**config.mk**
```make
export PLATFORM = sky130hd
export DESIGN_NAME = irq_prio_select
export DESIGN_NICKNAME = d
export VERILOG_FILES = /design/src/rtl/irqsel_pkg.sv /design/src/rtl/irqsel_tree.sv /design/src/rtl/irq_prio_select.sv
export SDC_FILE = /design/constraint.sdc
export NUM_CORES = 1
export LEC_CHECK = 0
export ABC_CLOCK_PERIOD_IN_PS = 2100
export BUFFER_PORTS_ARGS = -buffer_cell sky130_fd_sc_hd__buf_2
export CAP_MARGIN = 10
export CORE_ASPECT_RATIO = 0.7
export CORE_MARGIN = 3
export CORE_UTILIZATION = 55
export DETAILED_ROUTE_END_ITERATION = 8
export GPL_TIMING_DRIVEN = 1
export PLACE_DENSITY_LB_ADDON = 0.15
export SLEW_MARGIN = 10
export SYNTH_ARGS = -nofsm -noshare
export SYNTH_HDL_FRONTEND = slang
export SYNTH_SLANG_ARGS = --single-unit
export TNS_END_PERCENT = 100
```
**constraint.sdc**
```tcl
create_clock -name clk -period 2.1 [get_ports clk]
set_input_delay 0.105 -clock clk [delete_from_list [all_inputs] [get_ports clk]]
set_output_delay 0.105 -clock clk [all_outputs]
set_load 0.1 [all_outputs]
```
**src/rtl/irqsel_pkg.sv**
```systemverilog
package irqsel_pkg;
    localparam int PRIO_W = 8;
    localparam int RUN_W  = PRIO_W + 1;
    localparam int ID_W   = 10;
    localparam logic [ID_W-1:0] SPURIOUS_ID = 10'd1023;

    // stage-1 record: tree winner plus the filter operands captured alongside it
    typedef struct packed {
        logic              found;
        logic [ID_W-1:0]   id;
        logic [PRIO_W-1:0] prio;
        logic              gate;
        logic [PRIO_W-1:0] mask;
        logic [RUN_W-1:0]  run;
    } win_t;

    typedef struct packed {
        logic [ID_W-1:0] hp;
        logic            req;
    } res_t;
endpackage

```
**src/rtl/irqsel_tree.sv**
```systemverilog
module irqsel_tree
    import irqsel_pkg::*;
#(
    parameter int N_SRC = 8
) (
    input  logic [N_SRC-1:0]        cand,
    input  logic [N_SRC*PRIO_W-1:0] prio,
    output logic                    win_found,
    output logic [ID_W-1:0]         win_id,
    output logic [PRIO_W-1:0]       win_prio
);
    localparam int LEVELS = (N_SRC > 1) ? $clog2(N_SRC) : 1;
    localparam int LEAVES = 1 << LEVELS;
    localparam int NODES  = 2 * LEAVES - 1;

    logic              nd_vld [NODES];
    logic [ID_W-1:0]   nd_id  [NODES];
    logic [PRIO_W-1:0] nd_pr  [NODES];

    // leaves in ascending ID order, left to right
    for (genvar i = 0; i < LEAVES; i++) begin : g_leaf
        if (i < N_SRC) begin : g_real
            assign nd_vld[LEAVES-1+i] = cand[i];
            assign nd_id[LEAVES-1+i]  = ID_W'(i);
            assign nd_pr[LEAVES-1+i]  = prio[i*PRIO_W +: PRIO_W];
        end else begin : g_pad
            assign nd_vld[LEAVES-1+i] = 1'b0;
            assign nd_id[LEAVES-1+i]  = '0;
            assign nd_pr[LEAVES-1+i]  = '0;
        end
    end

    // left child holds lower IDs, so it keeps the win on a tie
    for (genvar k = 0; k < LEAVES - 1; k++) begin : g_node
        logic take_left;
        assign take_left = nd_vld[2*k+1] &&
                           (!nd_vld[2*k+2] || (nd_pr[2*k+1] <= nd_pr[2*k+2]));
        assign nd_vld[k] = nd_vld[2*k+1] || nd_vld[2*k+2];
        assign nd_id[k]  = take_left ? nd_id[2*k+1] : nd_id[2*k+2];
        assign nd_pr[k]  = take_left ? nd_pr[2*k+1] : nd_pr[2*k+2];
    end

    assign win_found = nd_vld[0];
    assign win_id    = nd_id[0];
    assign win_prio  = nd_pr[0];
endmodule

```
**src/rtl/irq_prio_select.sv**
```systemverilog
module irq_prio_select
    import irqsel_pkg::*;
#(
    parameter int N_CPU = 2,
    parameter int N_SRC = 8
) (
    input  logic                    clk,
    input  logic                    rst_n,
    input  logic                    dist_en,
    input  logic [N_CPU-1:0]        cpu_en,
    input  logic [N_CPU*N_SRC-1:0]  src_en,
    input  logic [N_CPU*N_SRC-1:0]  src_pend,
    input  logic [N_SRC*PRIO_W-1:0] src_prio,
    input  logic [N_CPU*PRIO_W-1:0] prio_mask,
    input  logic [N_CPU*RUN_W-1:0]  run_prio,
    output logic [N_CPU*ID_W-1:0]   hp_id,
    output logic [N_CPU-1:0]        irq_req,
    output logic                    out_valid
);
    typedef struct packed {
        win_t [N_CPU-1:0] s1;
        res_t [N_CPU-1:0] res;
        logic [1:0]       vld;
    } state_t;

    state_t st_d, st_q;

    logic [N_CPU-1:0] tr_found;
    logic [ID_W-1:0]   tr_id [N_CPU];
    logic [PRIO_W-1:0] tr_pr [N_CPU];

    for (genvar c = 0; c < N_CPU; c++) begin : g_cpu
        irqsel_tree #(.N_SRC(N_SRC)) u_tree (
            .cand      (src_en[c*N_SRC +: N_SRC] & src_pend[c*N_SRC +: N_SRC]),
            .prio      (src_prio),
            .win_found (tr_found[c]),
            .win_id    (tr_id[c]),
            .win_prio  (tr_pr[c])
        );
        assign hp_id[c*ID_W +: ID_W] = st_q.res[c].hp;
        assign irq_req[c]            = st_q.res[c].req;
    end

    assign out_valid = st_q.vld[1];

    always_comb begin
        st_d = st_q;
        for (int c = 0; c < N_CPU; c++) begin
            logic visible;
            // stage 1: capture winner and its filter operands
            st_d.s1[c].found = tr_found[c];
            st_d.s1[c].id    = tr_id[c];
            st_d.s1[c].prio  = tr_pr[c];
            st_d.s1[c].gate  = dist_en & cpu_en[c];
            st_d.s1[c].mask  = prio_mask[c*PRIO_W +: PRIO_W];
            st_d.s1[c].run   = run_prio[c*RUN_W +: RUN_W];
            // stage 2: mask filter, then running-priority filter
            visible = st_q.s1[c].gate && st_q.s1[c].found &&
                      (st_q.s1[c].prio < st_q.s1[c].mask);
            st_d.res[c].hp  = visible ? st_q.s1[c].id : SPURIOUS_ID;
            st_d.res[c].req = visible && ({1'b0, st_q.s1[c].prio} < st_q.s1[c].run);
        end
        st_d.vld = {st_q.vld[0], 1'b1};
    end

    always_ff @(posedge clk or negedge rst_n) begin
        if (!rst_n) begin
            for (int c = 0; c < N_CPU; c++) begin
                st_q.s1[c]      <= '0;
                st_q.res[c].hp  <= SPURIOUS_ID;
                st_q.res[c].req <= 1'b0;
            end
            st_q.vld <= '0;
        end else begin
            st_q <= st_d;
        end
    end
endmodule

```
==> impl_metrics.json, run 1 <==
{
  "synth_edf_count": 0,
  "synth_flop_cell": "dfrtp_1",
  "async_reset_ff_share_pct": 100,
  "die_x_um": 136,
  "synth_area_leaders": "dfrtp_1 25%, ha_1 21%, mux2i_1 11%",
  "netlist_top_cells_count": "108 x ha_1, 96 x inv_1, 75 x mux2i_1",
  "status": "did not finish",
  "ys_types": 53,
  "start_util_pct": 57.9,
  "grt_max_degree": 39,
  "lastStage": "5_1_grt",
  "yosys.area.top_type": "dfrtp_1",
  "synth_top_area_share_pct": 24.5,
  "ys_ff_latch": 72,
  "die_h_um": 97.2,
  "rows": 32,
  "ys_seq_area_share_pct": 27.7,
  "cts_buffers": 9,
  "cts-root-buf": "clkbuf_16",
  "endpoint_type": "register data pin",
  "ios": 158,
  "yosysMostFrequentCell": "ha_1",
  "dpl.hpwl_mm": 17.9,
  "portBuffers": 157,
  "dp.cells": 1156,
  "syn_area_per_cell_sq_um": 9.35,
  "worst_endpoint": "st_q[84]$_DFF_PN0_/D",
  "cts_sinks": 72,
  "htree_levels": 3,
  "netlist_area_sq_mm": 0.00654,
  "syn_nets": 942,
  "globalplace.congestion": 0.965,
  "tool.error": "[ERROR DPL-0038] Utilization greater than 100%, impossible to legalize",
  "yosys_warnings": 0,
  "cts.path.max_buffers": 2,
  "synth_cells": 699
}
repair_timing:
action / 4_1_cts
buffers inserted: 38
hold buffers: 36
endpoints found under the setup margin: 22
gates resized for setup: 160
gates cloned: 4
pin swaps: 61
endpoints found under the hold margin: 78
per-stage QoR:
step / instance area, sq um / util (%) / hold slack, ns / setup slack [ns]
after CTS: 10600 / 93.8 / 0.00833 / -2.51
after detailed placement: 8880 / 78.7 / -0.00441 / -3.40
after floorplan: 6730 / - / -0.191 / -2.56
after global placement: 8880 / 78.7 / -0.0169 / -3.16
kinds of logic after synthesis:
group                    share of synthesized area [%]
adder cells (fa/ha/maj)                           20.7
other                                           0.0574
AND/OR/NAND/NOR                                   12.6
buffers and inverters                             8.85
flip-flops                                        27.7
AO/OA/AOI/OAI                                     15.5
multiplexers                                      14.6
==> run 2: changes to the inputs <==
CORE_ASPECT_RATIO = default   (was 0.7)
CORE_UTILIZATION = 40   (was 55)
==> run 2 against run 1 <==
Effect of this change: synthesized cell count is the same; area after synthesis is the same; the flow now finishes, with violations (setup timing).
==> impl_metrics.json, run 2 <==
{
  "status": "finished with violations",
  "violations": "setup timing",
  "synth_edf_count": 0,
  "min_path_type": "primary input to register",
  "start_kind": "primary input",
  "worst_ep_arrival_time_ns": 4.97,
  "muxShareOfSynthArea_pct": 14.6,
  "layout_common_cells": "256 x buf_4, 145 x buf_2, 72 x inv_1",
  "worstSetupPathType": "primary input to register",
  "cts.path.max_buffers": 2,
  "fin_util_pct": 76.5,
  "finalNetCount": 1410,
  "cts_buffers": 9,
  "cts-root-buf": "clkbuf_16",
  "rows": 46,
  "cp-end-kind": "register",
  "setup_tns_ns": -54.41,
  "layout_setup_ws_ns": -2.62,
  "synth_cells": 699,
  "clk_pin_slew_ns": 0.06,
  "swShare_pct": 39.5,
  "cp_data_required_time_ns": 2.35,
  "drc": 0,
  "period_share_pct": 225,
  "ys_ff_latch": 72,
  "largest_reg_flops": 60,
  "maxCapViolations": 0,
  "power_density_mw_per_mm2": 653,
  "clkPwrFrac_pct": 20.4,
  "die_h_um": 134,
  "p_total_w": 0.00796,
  "regMostFlops": "st_q",
  "drive_gt1_share_pct": 61.2,
  "drtIter0Drc": 239,
  "yosys_warnings": 0,
  "layout_commonest_cell": "buf_4",
  "grt_pass1_wl_mm": 35.4,
  "dieArea_sq_mm": 0.0179,
  "netlist_top_cells_count": "108 x ha_1, 96 x inv_1, 75 x mux2i_1",
  "gr-total-overflow": 0,
  "clock_latency_ns": 0.33,
  "ys_seq_area_share_pct": 27.7,
  "core_area_sq_mm": 0.0159,
  "synth_compound_area_share_pct": 15.5,
  "intPower_w": 0.00482,
  "vias_per_cell": 4.97,
  "globalplace.congestion": 0.951,
  "synth_top_family_by_area": "adder cells",
  "htree_levels": 3,
  "worst-path-max-fanout": 6,
  "synthAdderAreaFrac_pct": 20.7,
  "skew_ns": 0.00822,
  "grtUsageTotal_pct": 24.8,
  "final_max_slew_viol_count": 0,
  "syn_to_final_growth_pct": 86.5,
  "max_freq_mhz": 212,
  "power_switching_w": 0.00314,
  "routed_wl_mm": 24.0,
  "yosys.area.top_type": "dfrtp_1",
  "ir_drop_uv": 770,
  "hold_viol_final": 0,
  "async_reset_ff_share_pct": 100,
  "grt_pass1_vias": 7265,
  "dpl.hpwl_mm": 18.0,
  "seqPwrFrac_pct": 21.6,
  "dr.pass1.iters": 4,
  "grt_max_degree": 43,
  "synth_top_area_share_pct": 24.5,
  "wl_per_cell_um": 17.3,
  "comb_power_share_pct": 58.0,
  "synth_area_leaders": "dfrtp_1 25%, ha_1 21%, mux2i_1 11%",
  "setup_viol": 22,
  "ant_nets": 0,
  "antenna_found_initial": 0,
  "vias": 6897,
  "synth_flop_cell": "dfrtp_1",
  "post-place-ws_ns": -3.55,
  "netlist_area_sq_mm": 0.00654,
  "syn_nets": 942,
  "p_leak_nw": 5.75,
  "ios": 158,
  "cts_tree": "yes",
  "period_needed_ns": 4.72,
  "ys_types": 53,
  "die_x_um": 134,
  "syn_area_per_cell_sq_um": 9.35,
  "whs_ns": 0.0141,
  "synth_simple_gate_area_share_pct": 12.6,
  "rsz0062_at_grt": "yes",
  "diodes": 0,
  "yosysMostFrequentCell": "ha_1",
  "cts_sinks": 72,
  "synth_xor_area_share_pct": 0,
  "portBuffers": 157,
  "start_util_pct": 41.0
}
[run 2: cell counts after synthesis]
No cell type changed its count.
[run 2: cell type report]
class | instances | area, sq um
clock buffers | 9 | 225
clock inverters | 7 | 95.1
fillers | 1067 | 3750
inverters | 96 | 368
multi-input cells | 500 | 5790
flip-flops and latches | 72 | 1810
well taps | 216 | 270
repair buffers | 487 | 3620
repair inverters | 1 | 7.51
[run 2: cell families (layout without fill, tap and decap cells)]
kind of cell,count (synthesis),in the layout
simple gates,149,149
compound gates,148,149
buf+inv,128,600
fa+ha+maj,108,108
mux,93,93
flops,72,72
other cells,1,1
[run 2: critical path: stages]
cell and delay (ns):
buf_2 0.11, inv_2 0.05, ha_4 0.24, nand4_1 0.18, nor2_2 0.19, buf_6 0.14
nor2_2 0.04, a211oi_4 0.32, buf_6 0.16, buf_6 0.11, mux2i_4 0.23, inv_1 0.09
ha_1 0.33, nand4_1 0.17, nor2b_4 0.18, a211oi_4 0.26, nor2_4 0.08, buf_12 0.16
mux2i_4 0.19, ha_4 0.24, nor2b_4 0.12, o21ai_2 0.14, a21boi_2 0.08, o31ai_4 0.28
and2_4 0.22, clkinvlp_4 0.12, or3_4 0.39, o221ai_2 0.06
[run 2: metrics by stage]
stage                     cell area, sq um  cells
after detailed placement              9230   1261
after floorplan                       6730    699
final                                12200   1388
after global placement                9230   1261
after CTS                            11100   1355
after global routing                 12200   1388
[run 2: repair_timing]
action,in CTS,in global routing
hold endpoints to repair,79,0
pin swaps,66,72
resized for setup,163,163
setup endpoints to repair,22,22
hold buffers,35,0
gates cloned,2,0
setup buffers,43,36
[run 2: power groups by stage]
stage,Combinational [W],Sequential [W],Clock (W)
floorplan,0.00225,0.00172,0
global placement,0.00329,0.00174,0
CTS,0.00403,0.00172,0.00165
global route,0.00493,0.00174,0.00171
detailed placement,0.00337,0.00175,0
finish,0.00462,0.00172,0.00163
[run 2: layer usage]
metal / up-vias / part of all wire (%) / track usage, %
met1: 3253 / 41 / 28.8
met3: 41 / 3.5 / 2.74
met2: 176 / 53 / 47.3
li1: 3427 / - / -
met4: 0 / 3.0 / 8.34
met5: - / 0 / 0
[run 2: path summary, 6_finish.rpt]
path / startpoint / end / slack, ns / depth (start not counted)
setup / recovery: src_prio[12] / st_q[83] / -2.62 / 28
hold / removal: cpu_en[0] / st_q[41] / 0.01 / 2
setup reg to reg: st_q[62] / irq_req[1] / 0.31 / 8
hold reg to reg: st_d[1] / out_valid / 0.35 / 0
max in group asynchronous: rst_n / hp_id[11] / 1.34 / 3
min in group asynchronous: rst_n / st_q[32] / 0.18 / 2
No activity file was read; power rests on OpenSTA's default activity.
==> run 3: changes to the inputs <==
CORE_ASPECT_RATIO = 1.1   (was default)
GPL_ROUTABILITY_DRIVEN = 0   (was default)
==> run 3 against run 2 <==
Effect of this change: design area is 5.1% lower; the flow still finishes with violations (setup timing); power is 2.9% lower; utilization is 3.5 points lower; critical path depth stayed put; via count is 0.94% lower; global-route usage is 1.7 points lower; routed wire length is 3.2% lower; cell count is 5.4% lower; sequential power hardly changed; worst setup slack worse by 0.091 ns; sequential share of layout area is 0.80 points higher; non-clock buffer count is 60 lower.
==> impl_metrics.json, run 3 (synthesized netlist as in run 2, its figures left out) <==
{
  "status": "finished with violations",
  "violations": "setup timing",
  "setup_tns_ns": -56.70,
  "die_h_um": 140,
  "gr-total-overflow": 0,
  "routed_wl_mm": 23.2,
  "ff2ff_setup_slack_ns": 0.35,
  "cts_buffers": 9,
  "core_area_sq_mm": 0.0159,
  "layout_commonest_cell": "buf_4",
  "max_freq_mhz": 208,
  "rsz0062_at_grt": "yes",
  "vias_per_cell": 5.20,
  "reg2reg_to": "irq_req[0]",
  "min_path_type": "primary input to register",
  "endpoint": "st_q[46]",
  "clock_latency_ns": 0.33,
  "period_share_pct": 229,
  "r2r-start": "st_q[43]",
  "whs_ns": 0.0208,
  "cp-startpoint": "src_prio[15]",
  "ir_drop_uv": 585,
  "final_area_sq_mm": 0.0116,
  "post-place-ws_ns": -3.24,
  "multi_input_area_sq_mm": 0.00556,
  "period_needed_ns": 4.81,
  "dpl.hpwl_mm": 17.2,
  "portBuffers": 157,
  "drive_gt1_share_pct": 55.9,
  "final_max_slew_viol_count": 0,
  "p_leak_nw": 5.49,
  "skew_ns": 0.00658,
  "grt_pass1_wl_mm": 33.7,
  "placed_cell_area_sq_mm": 0.00908,
  "maxCapViolations": 0,
  "grt_pass1_vias": 7164,
  "largest_reg_flops": 60,
  "wl_per_cell_um": 17.7,
  "grt_max_degree": 40,
  "layout_common_cells": "214 x buf_4, 135 x buf_2, 72 x inv_1",
  "vias": 6832,
  "drtIter0Drc": 235,
  "layout_setup_ws_ns": -2.71,
  "regArea_sq_mm": 0.00181,
  "cts-root-buf": "clkbuf_16",
  "ios": 158,
  "clk_pin_slew_ns": 0.06,
  "start_util_pct": 41.2,
  "worst-path-max-fanout": 8,
  "htree_levels": 3,
  "syn_to_final_growth_pct": 76.9,
  "cp_data_required_time_ns": 2.26,
  "ant_nets": 0,
  "finalNetCount": 1350,
  "cts_tree": "yes",
  "antenna_found_initial": 3,
  "n_fill_cell": 1111,
  "power_density_mw_per_mm2": 669,
  "cts.path.max_buffers": 2,
  "dieArea_sq_mm": 0.0179,
  "start_kind": "primary input",
  "cts_sinks": 72,
  "rows": 48,
  "hold_viol_final": 0,
  "cp-end-kind": "register",
  "worst_ep_arrival_time_ns": 4.97,
  "grtUsageTotal_pct": 23.1,
  "dr.pass1.iters": 4,
  "drc": 0,
  "regMostFlops": "st_q",
  "setup_viol": 22,
  "die_x_um": 128,
  "worstSetupPathType": "primary input to register",
  "reg2reg_depth": 7
}
run 3: changes by cell type in the layout (fill, tap and decap cells not counted), moves of 4 or more:
cell     delta
buf_2      -10
mux2i_2     -4
mux2i_4     -5
buf_6      -17
o21ai_1     +4
buf_4      -42
mux2i_1     +9
inv_2       -4
run 3: stage by stage:
stage / std cells / utilization, % / total power [W]
2_1_floorplan: 699 / - / 0.00397
3_3_place_gp: 1223 / 57.3 / 0.00493
3_5_place_dp: 1223 / 57.3 / 0.00503
4_1_cts: 1288 / 64.1 / 0.00712
5_1_grt: 1313 / 72.9 / 0.00816
6_report: 1313 / 72.9 / 0.00773
run 3: worst max-delay path, stage by stage:
cell and delay [ns]:
buf_2 0.10, inv_2 0.04, ha_4 0.27, nand4_1 0.15, nor2_2 0.25, buf_4 0.17
nor2_2 0.05, a211oi_4 0.26, buf_6 0.19, mux2i_4 0.25, inv_2 0.07, ha_4 0.21
nor2b_1 0.13, o21a_1 0.21, o21ai_2 0.19, a21oi_2 0.12, nor2_4 0.19, buf_12 0.17
mux2i_4 0.26, ha_4 0.23, and3_4 0.19, nand4_1 0.08, o211ai_1 0.10, buf_4 0.16
a2bb2oi_4 0.23, o21bai_4 0.24, a2bb2oi_2 0.16, o211ai_1 0.19
run 3: cell type report:
cell class / count / share of cell area (%)
timing repair buffer: 427 / 27.8
inverter: 96 / 3.29
antenna: 1 / 0.0216
sequential: 72 / 15.7
tap: 200 / 2.16
clock buffer: 11 / 2.10
multi-input combinational: 501 / 48.1
clock inverter: 5 / 0.898
run 3: repair_timing:
item / in CTS / in global routing
pin swaps: 24 / 77
gates cloned: 1 / 3
buffers inserted: 13 / 26
setup endpoints to repair: 22 / 22
hold buffers: 36 / 0
hold endpoints to repair: 47 / 0
resized for setup: 63 / 219
run 3: how the worst min path moves through the flow:
| stage | from | endpoint | slack [ns] | cells past startpoint |
|---|---|---|---|---|
| after detailed placement | rst_n | st_q[30] | 0.03 | 1 |
| after global placement | rst_n | st_q[30] | 0.02 | 1 |
| after CTS | dist_en | st_q[41] | 0.008 | 2 |
| after global routing | dist_en | st_q[41] | 0.04 | 2 |
| final | dist_en | st_q[41] | 0.02 | 2 |
| after floorplan | rst_n | irq_req[0] | -0.19 | 0 |
run 3: per-layer routing:
metal  GRT usage (%)  vias to the layer above  wire, um
met3            3.59                       44      1090
met5               0                        -        22
met1            26.9                     3288      9110
met4            7.93                        4       699
li1                -                     3302         -
met2            42.6                      194     12300
run 3: power by group:
group	switching, W	internal [W]	total [W]
combinational	0.00233	0.00191	0.00424
clock	0.000571	0.00119	0.00176
sequential	0.000108	0.00162	0.00173
==> run 4: changes to the inputs <==
ABC_CLOCK_PERIOD_IN_PS = 4400   (was 2100)
clock period = 4.4 ns   (was 2.1 ns; I/O delays follow)
==> run 4 against run 3 <==
Effect of this change: the flow still finishes with violations (setup timing); global-route usage is 1.9 points higher; cell count is 1.5% higher; highest routed layer unchanged; sequential cell count stayed put; sequential share of layout area is 0.23 points lower; clock skew is 0.0014 ns higher; via count is 4.3% higher; combinational power is 52% lower; design area is 1.5% higher; critical path depth is 1 higher; count of clock-buffer cells in the layout stayed put.
==> impl_metrics.json, run 4 (synthesized netlist as in run 2, its figures left out) <==
{
  "maxCapViolations": 0,
  "worst-path-max-fanout": 8,
  "ant_nets": 0,
  "crit_top_cell": "buf_4",
  "whs_ns": 0.0837,
  "reg2reg_depth": 7,
  "die_x_um": 128,
  "cts_sinks": 72,
  "grt_pass1_wl_mm": 35.9,
  "max_freq_mhz": 202,
  "layout_common_cells": "236 x buf_4, 142 x buf_2, 81 x inv_1",
  "dieArea_sq_mm": 0.0179,
  "die_h_um": 140,
  "layout_commonest_cell": "buf_4",
  "skew_ns": 0.00796,
  "rsz0062_at_grt": "yes",
  "ios": 158,
  "cp-end-kind": "register",
  "diodes": 0,
  "clock_latency_ns": 0.33,
  "drtIter0Drc": 309,
  "finalNetCount": 1371,
  "drive_gt1_share_pct": 57.9,
  "worst_path_largest_cell_delay_ns": 0.32,
  "wl_per_cell_um": 18.7,
  "cts.path.max_buffers": 2,
  "rows": 48,
  "gr-total-overflow": 0,
  "max_slew.worst_pin.slew_ns": 0.870,
  "ff2ff_setup_slack_ns": 2.63,
  "vias_per_cell": 5.35,
  "reg2reg_to": "irq_req[0]",
  "vias": 7127,
  "cp_slowest_cell": "ha_1",
  "worstSetupPathType": "primary input to register",
  "period_needed_ns": 4.94,
  "start_util_pct": 41.2,
  "r2r-start": "st_q[43]",
  "grtUsageTotal_pct": 24.9,
  "cts_tree": "yes",
  "status": "finished with violations",
  "relSlewSlack_pct": 42.0,
  "start_kind": "primary input",
  "p_leak_nw": 5.56,
  "largest_reg_flops": 60,
  "cp_data_required_time_ns": 4.64,
  "clk_pin_slew_ns": 0.06,
  "post-place-ws_ns": -1.04,
  "violations": "setup timing",
  "min_path_type": "primary input to asynchronous set/reset pin",
  "grt_pass1_vias": 7504,
  "final_max_slew_viol_count": 0,
  "syn_to_final_growth_pct": 79.6,
  "routed_wl_mm": 24.9,
  "grt_max_degree": 73,
  "setup_viol": 21,
  "hold_viol_final": 0,
  "dpl.hpwl_mm": 17.6,
  "period_share_pct": 112,
  "power_density_mw_per_mm2": 318,
  "cts_buffers": 9,
  "regMostFlops": "st_q",
  "p_total_w": 0.00373,
  "cts-root-buf": "clkbuf_16",
  "dr.pass1.iters": 4,
  "worst_ep_arrival_time_ns": 5.18,
  "antenna_found_initial": 5,
  "ir_drop_uv": 265,
  "portBuffers": 157,
  "htree_levels": 3,
  "drc": 0,
  "core_area_sq_mm": 0.0159,
  "layout_setup_ws_ns": -0.540
}
==> run 4: cell count changes in the layout (fill, tap and decap cells not counted), moves of 4 or more <==
cell and delta:
buf_4 +22, inv_2 -10, inv_1 +9, mux2i_1 -9, mux2i_2 +9, buf_2 +7, o221ai_2 +4
==> run 4: how the worst max path moves through the flow <==
stage	start	to	slack [ns]
finish	src_prio[13]	st_q[86]	-0.54
floorplan	src_prio[45]	st_q[84]	-0.37
CTS	src_prio[25]	st_q[85]	-0.25
detailed placement	src_prio[25]	st_q[85]	-1.04
global placement	src_prio[25]	st_q[47]	-0.86
global route	src_prio[14]	st_q[86]	-0.77
==> run 4: stage by stage <==
step / instances / TNS, ns / utilization, % / instance area [sq um]
after global placement: 1218 / -15.48 / 56.8 / 9010
final: 1333 / -9.01 / 74.0 / 11700
after floorplan: 699 / -4.44 / - / 6730
after global routing: 1333 / -13.14 / 74.0 / 11700
after CTS: 1316 / -3.62 / 68.9 / 10900
after detailed placement: 1218 / -19.76 / 56.8 / 9010
==> run 4: area by class of cell <==
cell class	instances	area [sq um]
Multi-Input combinational cell	501	5660
Fill cell	1057	4120
Timing Repair Buffer	448	3280
Sequential cell	72	1810
Inverter	96	383
Clock buffer	11	253
Tap cell	200	250
Clock inverter	5	103
==> run 4: routing by layer <==
layer  routed length [um]  vias to the layer above  global-route usage, %
met5                   69                        -                      0
met2                13200                      246                   47.2
li1                     -                     3343                      -
met3                 1360                       74                   3.97
met4                  792                       10                   8.44
met1                 9430                     3454                   28.0
==> run 4: repair_timing <==
action | CTS | global route
endpoints found under the setup margin | 22 | 22
resized for setup | 166 | 124
hold buffers | 34 | 0
pin swaps | 40 | 68
cloned | 5 | 0
hold endpoints to repair | 34 | 0
buffers inserted | 45 | 22
==> run 4: critical path, delay by kind of cell <==
kind	cells	cell delay, ns
AO/OA/AOI/OAI	9	1.48
AND/OR/NAND/NOR	5	0.78
buffers and inverters	10	1.26
multiplexers	2	0.60
adder cells (fa/ha/maj)	3	0.83
==> run 4: report_power, final <==
part | leakage, nW | total (W) | switching [W] | internal (W)
sequential | 0.833 | 0.000825 | 0.0000515 | 0.000773
clock | 0.172 | 0.000859 | 0.000275 | 0.000584
combinational | 4.55 | 0.00205 | 0.00114 | 0.000915
total | 5.56 | 0.00373 | 0.00146 | 0.00227
